**src/rtl/ldsb_pkg.sv**
```systemverilog
package ldsb_pkg;
  parameter int NUM_SLOTS = 4;
  parameter int REG_W     = 4;
  localparam int TAG_W    = $clog2(NUM_SLOTS);
  localparam int NUM_QRY  = 3;   // src0, src1, dst
  typedef logic [REG_W-1:0] reg_id_t;
  typedef logic [TAG_W-1:0] slot_tag_t;
endpackage

```
**src/rtl/ldsb_pick_free.sv**
```systemverilog
module ldsb_pick_free #(
  parameter int N  = 4,
  parameter int TW = 2
) (
  input  logic [N-1:0]  free_vec,
  output logic          any_free,
  output logic [TW-1:0] idx
);
  assign any_free = |free_vec;

  // lowest index wins: scan from the top down
  always_comb begin
    idx = '0;
    for (int i = N - 1; i >= 0; i--) begin
      if (free_vec[i]) idx = TW'(i);
    end
  end
endmodule

```
**src/rtl/ldsb_dep_check.sv**
```systemverilog
module ldsb_dep_check #(
  parameter int N  = 4,
  parameter int RW = 4
) (
  input  logic [N-1:0]         live,
  input  logic [N-1:0][RW-1:0] slot_reg,
  input  logic [RW-1:0]        qreg,
  input  logic                 qen,
  output logic                 hit
);
  logic [N-1:0] match;

  for (genvar i = 0; i < N; i++) begin : g_cmp
    assign match[i] = live[i] && (slot_reg[i] == qreg);
  end

  assign hit = qen && (|match);
endmodule

```
**src/rtl/ldsb_slot_table.sv**
```systemverilog
module ldsb_slot_table #(
  parameter int N  = 4,
  parameter int RW = 4,
  parameter int TW = 2
) (
  input  logic                 clk,
  input  logic                 rst_n,
  input  logic                 alloc_en,
  input  logic [TW-1:0]        alloc_idx,
  input  logic [RW-1:0]        alloc_reg,
  input  logic                 cmp_valid,
  input  logic [TW-1:0]        cmp_tag,
  output logic [N-1:0]         slot_vld,
  output logic [N-1:0][RW-1:0] slot_reg
);
  for (genvar i = 0; i < N; i++) begin : g_slot
    always_ff @(posedge clk) begin
      if (!rst_n) begin
        slot_vld[i] <= 1'b0;
        slot_reg[i] <= '0;
      end else begin
        // a return clears the slot; a new load in the same cycle takes precedence
        if (cmp_valid && cmp_tag == TW'(i)) slot_vld[i] <= 1'b0;
        if (alloc_en && alloc_idx == TW'(i)) begin
          slot_vld[i] <= 1'b1;
          slot_reg[i] <= alloc_reg;
        end
      end
    end
  end

  // an accepted load is recorded in the chosen slot
  a_r6_alloc_records: assert property (@(posedge clk) disable iff (!rst_n)
    alloc_en |=> slot_vld[$past(alloc_idx)] && slot_reg[$past(alloc_idx)] == $past(alloc_reg));

  // a return frees its slot unless the slot is reused at once
  a_r7_return_clears: assert property (@(posedge clk) disable iff (!rst_n)
    (cmp_valid && !(alloc_en && alloc_idx == cmp_tag)) |=> !slot_vld[$past(cmp_tag)]);

  // without an allocation the busy count never grows
  a_r10_no_growth: assert property (@(posedge clk) disable iff (!rst_n)
    !alloc_en |=> $countones(slot_vld) <= $countones($past(slot_vld)));

  // no two busy slots wait on the same register
  for (genvar a = 0; a < N; a++) begin : g_pa
    for (genvar b = a + 1; b < N; b++) begin : g_pb
      a_r4_unique_owner: assert property (@(posedge clk) disable iff (!rst_n)
        !(slot_vld[a] && slot_vld[b] && slot_reg[a] == slot_reg[b]));
    end
  end
endmodule

```
**src/rtl/ldsb_top.sv**
```systemverilog
module ldsb_top
  import ldsb_pkg::*;
#(
  parameter int N  = NUM_SLOTS,
  parameter int RW = REG_W,
  localparam int TW = $clog2(N)
) (
  input  logic          clk,
  input  logic          rst_n,
  input  logic          dec_valid,
  output logic          dec_ready,
  input  logic          dec_is_load,
  input  logic          src0_use,
  input  logic [RW-1:0] src0_reg,
  input  logic          src1_use,
  input  logic [RW-1:0] src1_reg,
  input  logic          dst_use,
  input  logic [RW-1:0] dst_reg,
  output logic          stall,
  output logic [TW-1:0] ld_tag,
  input  logic          cmp_valid,
  input  logic [TW-1:0] cmp_tag
);
  logic [N-1:0]         slot_vld;
  logic [N-1:0][RW-1:0] slot_reg;
  logic [N-1:0]         ret_hit;
  logic [N-1:0]         live;
  logic                 any_free;
  logic [TW-1:0]        pick_idx;
  logic                 alloc_en;
  logic                 hazard;
  logic [NUM_QRY-1:0]   q_en;
  logic [NUM_QRY-1:0][RW-1:0] q_reg;
  logic [NUM_QRY-1:0]   q_hit;

  // return bypass: a returning slot no longer counts as pending
  for (genvar i = 0; i < N; i++) begin : g_live
    assign ret_hit[i] = cmp_valid && (cmp_tag == TW'(i));
    assign live[i]    = slot_vld[i] && !ret_hit[i];
  end

  assign q_en  = {dst_use | dec_is_load, src1_use, src0_use};
  assign q_reg = {dst_reg, src1_reg, src0_reg};

  for (genvar q = 0; q < NUM_QRY; q++) begin : g_qry
    ldsb_dep_check #(.N(N), .RW(RW)) u_dep (
      .live     (live),
      .slot_reg (slot_reg),
      .qreg     (q_reg[q]),
      .qen      (q_en[q]),
      .hit      (q_hit[q])
    );
  end

  ldsb_pick_free #(.N(N), .TW(TW)) u_pick (
    .free_vec (~live),
    .any_free (any_free),
    .idx      (pick_idx)
  );

  assign hazard    = (|q_hit) || (dec_is_load && !any_free);
  assign dec_ready = !hazard;
  assign stall     = dec_valid && hazard;
  assign alloc_en  = dec_valid && dec_ready && dec_is_load;
  assign ld_tag    = pick_idx;

  ldsb_slot_table #(.N(N), .RW(RW), .TW(TW)) u_tab (
    .clk       (clk),
    .rst_n     (rst_n),
    .alloc_en  (alloc_en),
    .alloc_idx (pick_idx),
    .alloc_reg (dst_reg),
    .cmp_valid (cmp_valid),
    .cmp_tag   (cmp_tag),
    .slot_vld  (slot_vld),
    .slot_reg  (slot_reg)
  );

  // a full table with no return blocks a presented load
  a_r5_full_blocks: assert property (@(posedge clk) disable iff (!rst_n)
    (dec_valid && dec_is_load && (&slot_vld) && !cmp_valid) |-> stall);

  // the tag handed out names a slot that was free or returning
  a_r6_tag_free: assert property (@(posedge clk) disable iff (!rst_n)
    alloc_en |-> (!slot_vld[ld_tag] || (cmp_valid && cmp_tag == ld_tag)));
endmodule

```
**config.mk**
```make
export PLATFORM = sky130hd
export DESIGN_NAME = ldsb_top
export DESIGN_NICKNAME = d
export VERILOG_FILES = /design/src/rtl/ldsb_pkg.sv /design/src/rtl/ldsb_pick_free.sv /design/src/rtl/ldsb_dep_check.sv /design/src/rtl/ldsb_slot_table.sv /design/src/rtl/ldsb_top.sv
export SDC_FILE = /design/constraint.sdc
export NUM_CORES = 1
export LEC_CHECK = 0
export ABC_AREA = 1
export BUFFER_PORTS_ARGS = -buffer_cell sky130_fd_sc_hd__buf_4
export CORE_ASPECT_RATIO = 0.7
export CORE_MARGIN = 2
export CORE_UTILIZATION = 40
export CTS_BUF_LIST = sky130_fd_sc_hd__clkbuf_4 sky130_fd_sc_hd__clkbuf_8
export CTS_CLUSTER_SIZE = 12
export DETAILED_ROUTE_END_ITERATION = 6
export PLACE_DENSITY = 0.56
export REMOVE_ABC_BUFFERS = 1
export SLEW_MARGIN = 10
export SYNTH_ARGS = -nofsm -noshare
export SYNTH_HDL_FRONTEND = slang
export SYNTH_SLANG_ARGS = --single-unit
```
**constraint.sdc**
```tcl
create_clock -name clk -period 3.9 [get_ports clk]
set_clock_uncertainty 0.15 [all_clocks]
set_input_delay 0.78 -clock clk [delete_from_list [all_inputs] [get_ports clk]]
set_output_delay 0.78 -clock clk [all_outputs]
set_load 0.01 [all_outputs]
```
; ---- Word-level counts from Yosys, hierarchy flattened
; Cells that the tools add are included.
[totals]
reg_bits = 20
input_bits = 22
out_inout_bits = 4
wordCells = 89
[classes]
n_eq_ne = 18
n_mux = 12
bitwise_logic = 2
n_reduce_logical = 49
[op_table]
columns = cell, count
row1 = $eq A4 B4 Y1, 12
row2 = $logic_and A1 B1 Y1, 31
row3 = $reduce_or A4 Y1, 4
row4 = $eq A2 B2 Y1 const B, 4
row5 = $mux W1, 8
row6 = $mux W2, 4
row7 = $reduce_bool A2 Y1, 4
row8 = $logic_not A1 Y1, 6
row9 = $eq A2 B1 Y1 const B, 2
row10 = $logic_not A2 Y1, 2
row11 = $not A4 Y4, 1
row12 = $reduce_or A3 Y1, 1
row13 = $logic_or A1 B1 Y1, 1
row14 = $or A1 B1 Y1, 1

; ---- Logic depth before layout (Yosys ltp)
[logic_depth]
word_depth = 14
depth_mapped = 15
depth_no_buf = 14

; ---- Cells and area by module
; From an unflattened synthesis, not the netlist that was laid out.
[unflattened]
cells_unflattened = 337
area_unflattened_um2 = 1821.7
[by_module_without_submodules]
columns = module, n_inst, cells_each, area_each_um2, seq_area_each_um2
row1 = ldsb_dep_check, 3, 69, 286.5, 0.0
row2 = ldsb_slot_table, 1, 97, 809.5, 400.4
row3 = ldsb_top, 1, 24, 106.4, 0.0
row4 = ldsb_pick_free, 1, 9, 46.3, 0.0

; ---- Least setup slack after synthesis
; No wires, ideal clock.
[synth_timing]
path_type = input-to-output
from = input port cmp_tag[1]
to = output port stall
arrival_ps = 1834
required_ps = 2970
setup_slack_ps = 1136
cell_stages = 11
path_buffers = 1
path_cell_list = inv_1 -> nand3_1 -> nand2_1 -> inv_1 -> nand3_1 -> nand2_1 -> o21ai_1 -> nand2_1 -> nor2_4 -> buf_2 -> nor2_1
[synth_between]
elab_chain_len = 10
elab_cells_between_ends = 41
cone_classes = eq/ne (3) / bitwise (1) / reduce/logical (37)
[synth_rtl]
columns = element, line_no
row1 = "start, declared", ldsb_top.sv:22  ; input logic [TW-1:0] cmp_tag
row2 = $eq A2 B1 Y1 (tied with other cells), ldsb_top.sv:38  ; assign ret_hit[i] = cmp_valid && (cmp_tag == TW'(i));
row3 = $logic_and A1 B1 Y1, ldsb_top.sv:38
row4 = $logic_not A1 Y1, ldsb_top.sv:39  ; assign live[i] = slot_vld[i] && !ret_hit[i];
row5 = $logic_and A1 B1 Y1, ldsb_top.sv:39
row6 = $logic_and A1 B1 Y1 or $not A4 Y4 (tied branches), "ldsb_dep_check.sv:14, ldsb_top.sv:56"
row7 = "$reduce_or A4 Y1, on equally long branches", "ldsb_dep_check.sv:17, ldsb_pick_free.sv:9"
row8 = $logic_and A1 B1 Y1 or $logic_not A1 Y1 (tied branches), "ldsb_dep_check.sv:17, ldsb_top.sv:61"
row9 = $reduce_or A3 Y1 or $logic_and A1 B1 Y1 (tied branches), ldsb_top.sv:61  ; assign hazard = (|q_hit) || (dec_is_load && !any_free);
row10 = $logic_or A1 B1 Y1 (*), ldsb_top.sv:61
row11 = $logic_and A1 B1 Y1 (*), ldsb_top.sv:63  ; assign stall = dec_valid && hazard;
row12 = "end, declared", ldsb_top.sv:19  ; output logic stall,
; Every way passes the cells marked *; elsewhere a longest branch is shown, timed or not.

; ---- Final worst setup path
[layout_timing]
from = input port dst_reg[2]
to = output port stall
[layout_between]
elab_chain_len = 7
elab_cells_between_ends = 13
cone_classes = eq/ne (4) / reduce/logical (9)
[layout_rtl]
columns = element, line_no
row1 = "start, declared", ldsb_top.sv:18  ; input logic [RW-1:0] dst_reg,
row2 = $eq A4 B4 Y1, ldsb_dep_check.sv:14  ; assign match[i] = live[i] && (slot_reg[i] == qreg);
row3 = $logic_and A1 B1 Y1, ldsb_dep_check.sv:14
row4 = $reduce_or A4 Y1 (*), ldsb_dep_check.sv:17  ; assign hit = qen && (|match);
row5 = $logic_and A1 B1 Y1 (*), ldsb_dep_check.sv:17
row6 = $reduce_or A3 Y1 (*), ldsb_top.sv:61
row7 = $logic_or A1 B1 Y1 (*), ldsb_top.sv:61
row8 = $logic_and A1 B1 Y1 (*), ldsb_top.sv:63
; Marked as above.

==> out/qor.txt <==
outcome = completed
Clock Root Buffer = clkbuf_8
layout-stage area growth over the synthesis result = 16.76%
Top cell by count, worst path = nand2_1
Max Cap Viol = 0
syn avg cell area = 5.330 um2
routed len/inst = 13.22 um
Via density = 4.785
HP Class = reg2reg
first-pass GRT wire length = 8838 um
Core Footprint = 4329 um2
Worst-Skew Late Latency = 0.27 ns
YS warnings = 0
power per cell area = 263.3 nW/um2
largest net degree at the start of global routing = 21
Largest register FFs = 16
clock tree buffer depth = 2
DR pass1 iterations = 4
Chip Height = 60.23 um
PortBufs = 25
Seq pwr share = 0.388
RSZ-0062 raised after global routing = false
Initial DRC Count = 226
Internal Dissipation = 394.8 uW
#FFs+latches synth = 20
Initial Utilization = 0.4173
Die W = 84.33 um
RR Startpoint = u_tab.slot_reg[15]
WP data required = 2.97 ns
minimum clock period = 3.076 ns
Startpoint Class = input pin
CTS Sinks = 20
worst-path fanout max = 10
Cell Chain, Critical Path = buf_4, inv_1, nand2_1, nand2_1, nor2_1, nand3_1, nand2_1, o21ai_1, nand2_1, nor2_4, nor2_1, buf_4
htree depth = 1
final setup fails = 0
R2R setup slack = 1.49 ns
Syn Std Cell Area = 1807 um2
fmax = 325.1 MHz
clk slew on worst S/H paths = 0.09 ns
global route overflow = 0
CP Capture Type = output port
hold-fix buffers at CTS = 0
worst hold stages = 2
placer congestion estimate = 0.8626
HPWL after DPL = 4357 um
Routed WL = 5525 um
final worst path period share = 0.7887
post-synth cell types = 22
Max stage delay on crit path = 0.30 ns
post-CTS setup buffer count = 0
Worst Hold Path EP = u_tab.slot_vld[1]
Slew Limit Fails = 0
Peak supply drop = 0.0001649 V
most frequent cells in the layout = 149 x nand2_1, 53 x inv_1, 46 x nor2_1, 26 x buf_4, 20 x dfxtp_1
Die ar. = 5079 um2
combinational fraction of design power = 0.227
Hold Vio Cnt, Final = 0
worst r2r dst = u_tab.slot_reg[8]
worst hold start = u_tab.slot_vld[1]
Sw Pwr = 160.8 uW
Cell Rows = 20
CP arrival = 2.15 ns
Synth Instances = 339
TNS Setup = 0 ns
vias after detailed routing = 2000
CTS resizes = 0
Final ANT Viol Nets = 0
most common cell after layout, fill and taps aside = nand2_1
Worst Reg-to-Reg Cells = 14
WS Path Type = in2out
Leakage = 1.235 nW
initial antenna violation count = 0
gr usage total = 0.2274
Rel. slew slack = 0.5097
Least-Margin Pin Slew = 0.7346 ns
CP max stage cell = nor2_4
Diodes inserted = 0
Clock Power Share = 0.385
Residual DRC = 0
Seq/Total Area, Yosys = 0.2216
Tot Pwr = 555.5 uW
layout cells sized above 1 = 0.1129
I/O Pins = 26
Layout fillers = 467
total CTS buffers = 3
CTS tree = built
Sw Ratio = 0.2894
Final nets = 386
number of global-route vias before repair = 1722
[layout make-up]
| cell class | count | area (um2) | share of cell area |
|---|---|---|---|
| multi-input cells | 258 | 1167 | 0.5534 |
| flip-flops and latches | 20 | 400.4 | 0.1898 |
| inverters | 55 | 206.4 | 0.09786 |
| clock inverters | 1 | 30.03 | 0.01423 |
| clock buffers | 3 | 41.29 | 0.01957 |
| well taps | 55 | 68.82 | 0.03262 |
| repair buffers | 26 | 195.2 | 0.09253 |
[logic make-up (layout without fill, tap and decap cells)]
family          Yosys count  count (layout)  share of synthesized area
compound gates           11              11                    0.03601
xor+xnor                 13              13                    0.06302
buf+inv                  61              85                     0.1323
flops                    20              20                     0.2216
simple gates            234             234                     0.5471
[layer usage]
metal  track usage  vias to the layer above  wire [um]
met5             0                        -          0
met4       0.03401                        0         18
met3       0.05387                        2        499
met2        0.3209                       65       2237
met1        0.3517                      861       2770
li1              -                     1072          -
[through the flow]
stage / hold WS [ns] / utilization / instance area, um2 / setup WS (ns) / instances
floorplan: 0.3427 / - / 1774 / 1.044 / 333
global placement: 0.3681 / 0.4708 / 2038 / 0.8285 / 414
detailed placement: 0.3729 / 0.4708 / 2038 / 0.8351 / 414
CTS: 0.3895 / 0.4873 / 2110 / 0.8336 / 418
global route: 0.4108 / 0.4873 / 2110 / 0.6571 / 418
finish: 0.3842 / 0.4873 / 2110 / 0.8242 / 418
[how the worst max path moves through the flow]
stage,cells past startpoint,start,slack [ns],end
finish,12,dst_reg[2],0.82,stall
global route,12,dst_reg[0],0.66,stall
CTS,12,dst_reg[3],0.83,stall
detailed placement,12,dst_reg[0],0.84,stall
global placement,12,dst_reg[3],0.83,stall
floorplan,10,cmp_tag[1],1.04,stall
[power by group through the flow]
| stage | registers (mW) | clock network [mW] | logic, mW |
|---|---|---|---|
| after floorplan | 0.219 | 0 | 0.0754 |
| after global placement | 0.221 | 0 | 0.126 |
| after detailed placement | 0.221 | 0 | 0.125 |
| after CTS | 0.216 | 0.220 | 0.126 |
| after global routing | 0.217 | 0.225 | 0.142 |
| final | 0.216 | 0.214 | 0.126 |
[cells in the mapped netlist, drive strengths merged]
library cell | n | area [um2]
clkbuf | 2 | 7.510
xor2 | 13 | 113.9
buf | 4 | 25.02
inv | 55 | 206.5
or2 | 1 | 6.260
nand4 | 17 | 106.4
a21oi | 5 | 25.02
o21ai | 5 | 28.78
dfxtp | 20 | 400.4
nor2 | 48 | 190.2
a21boi | 1 | 11.26
nand3 | 18 | 120.1
nand2 | 150 | 565.6
[critical path: cells and delay by family]
| family | cells | cell delay, ns |
|---|---|---|
| compound gates | 1 | 0.12 |
| buf+inv | 3 | 0.47 |
| simple gates | 8 | 0.77 |
No activity file was read; power rests on OpenSTA's default activity.
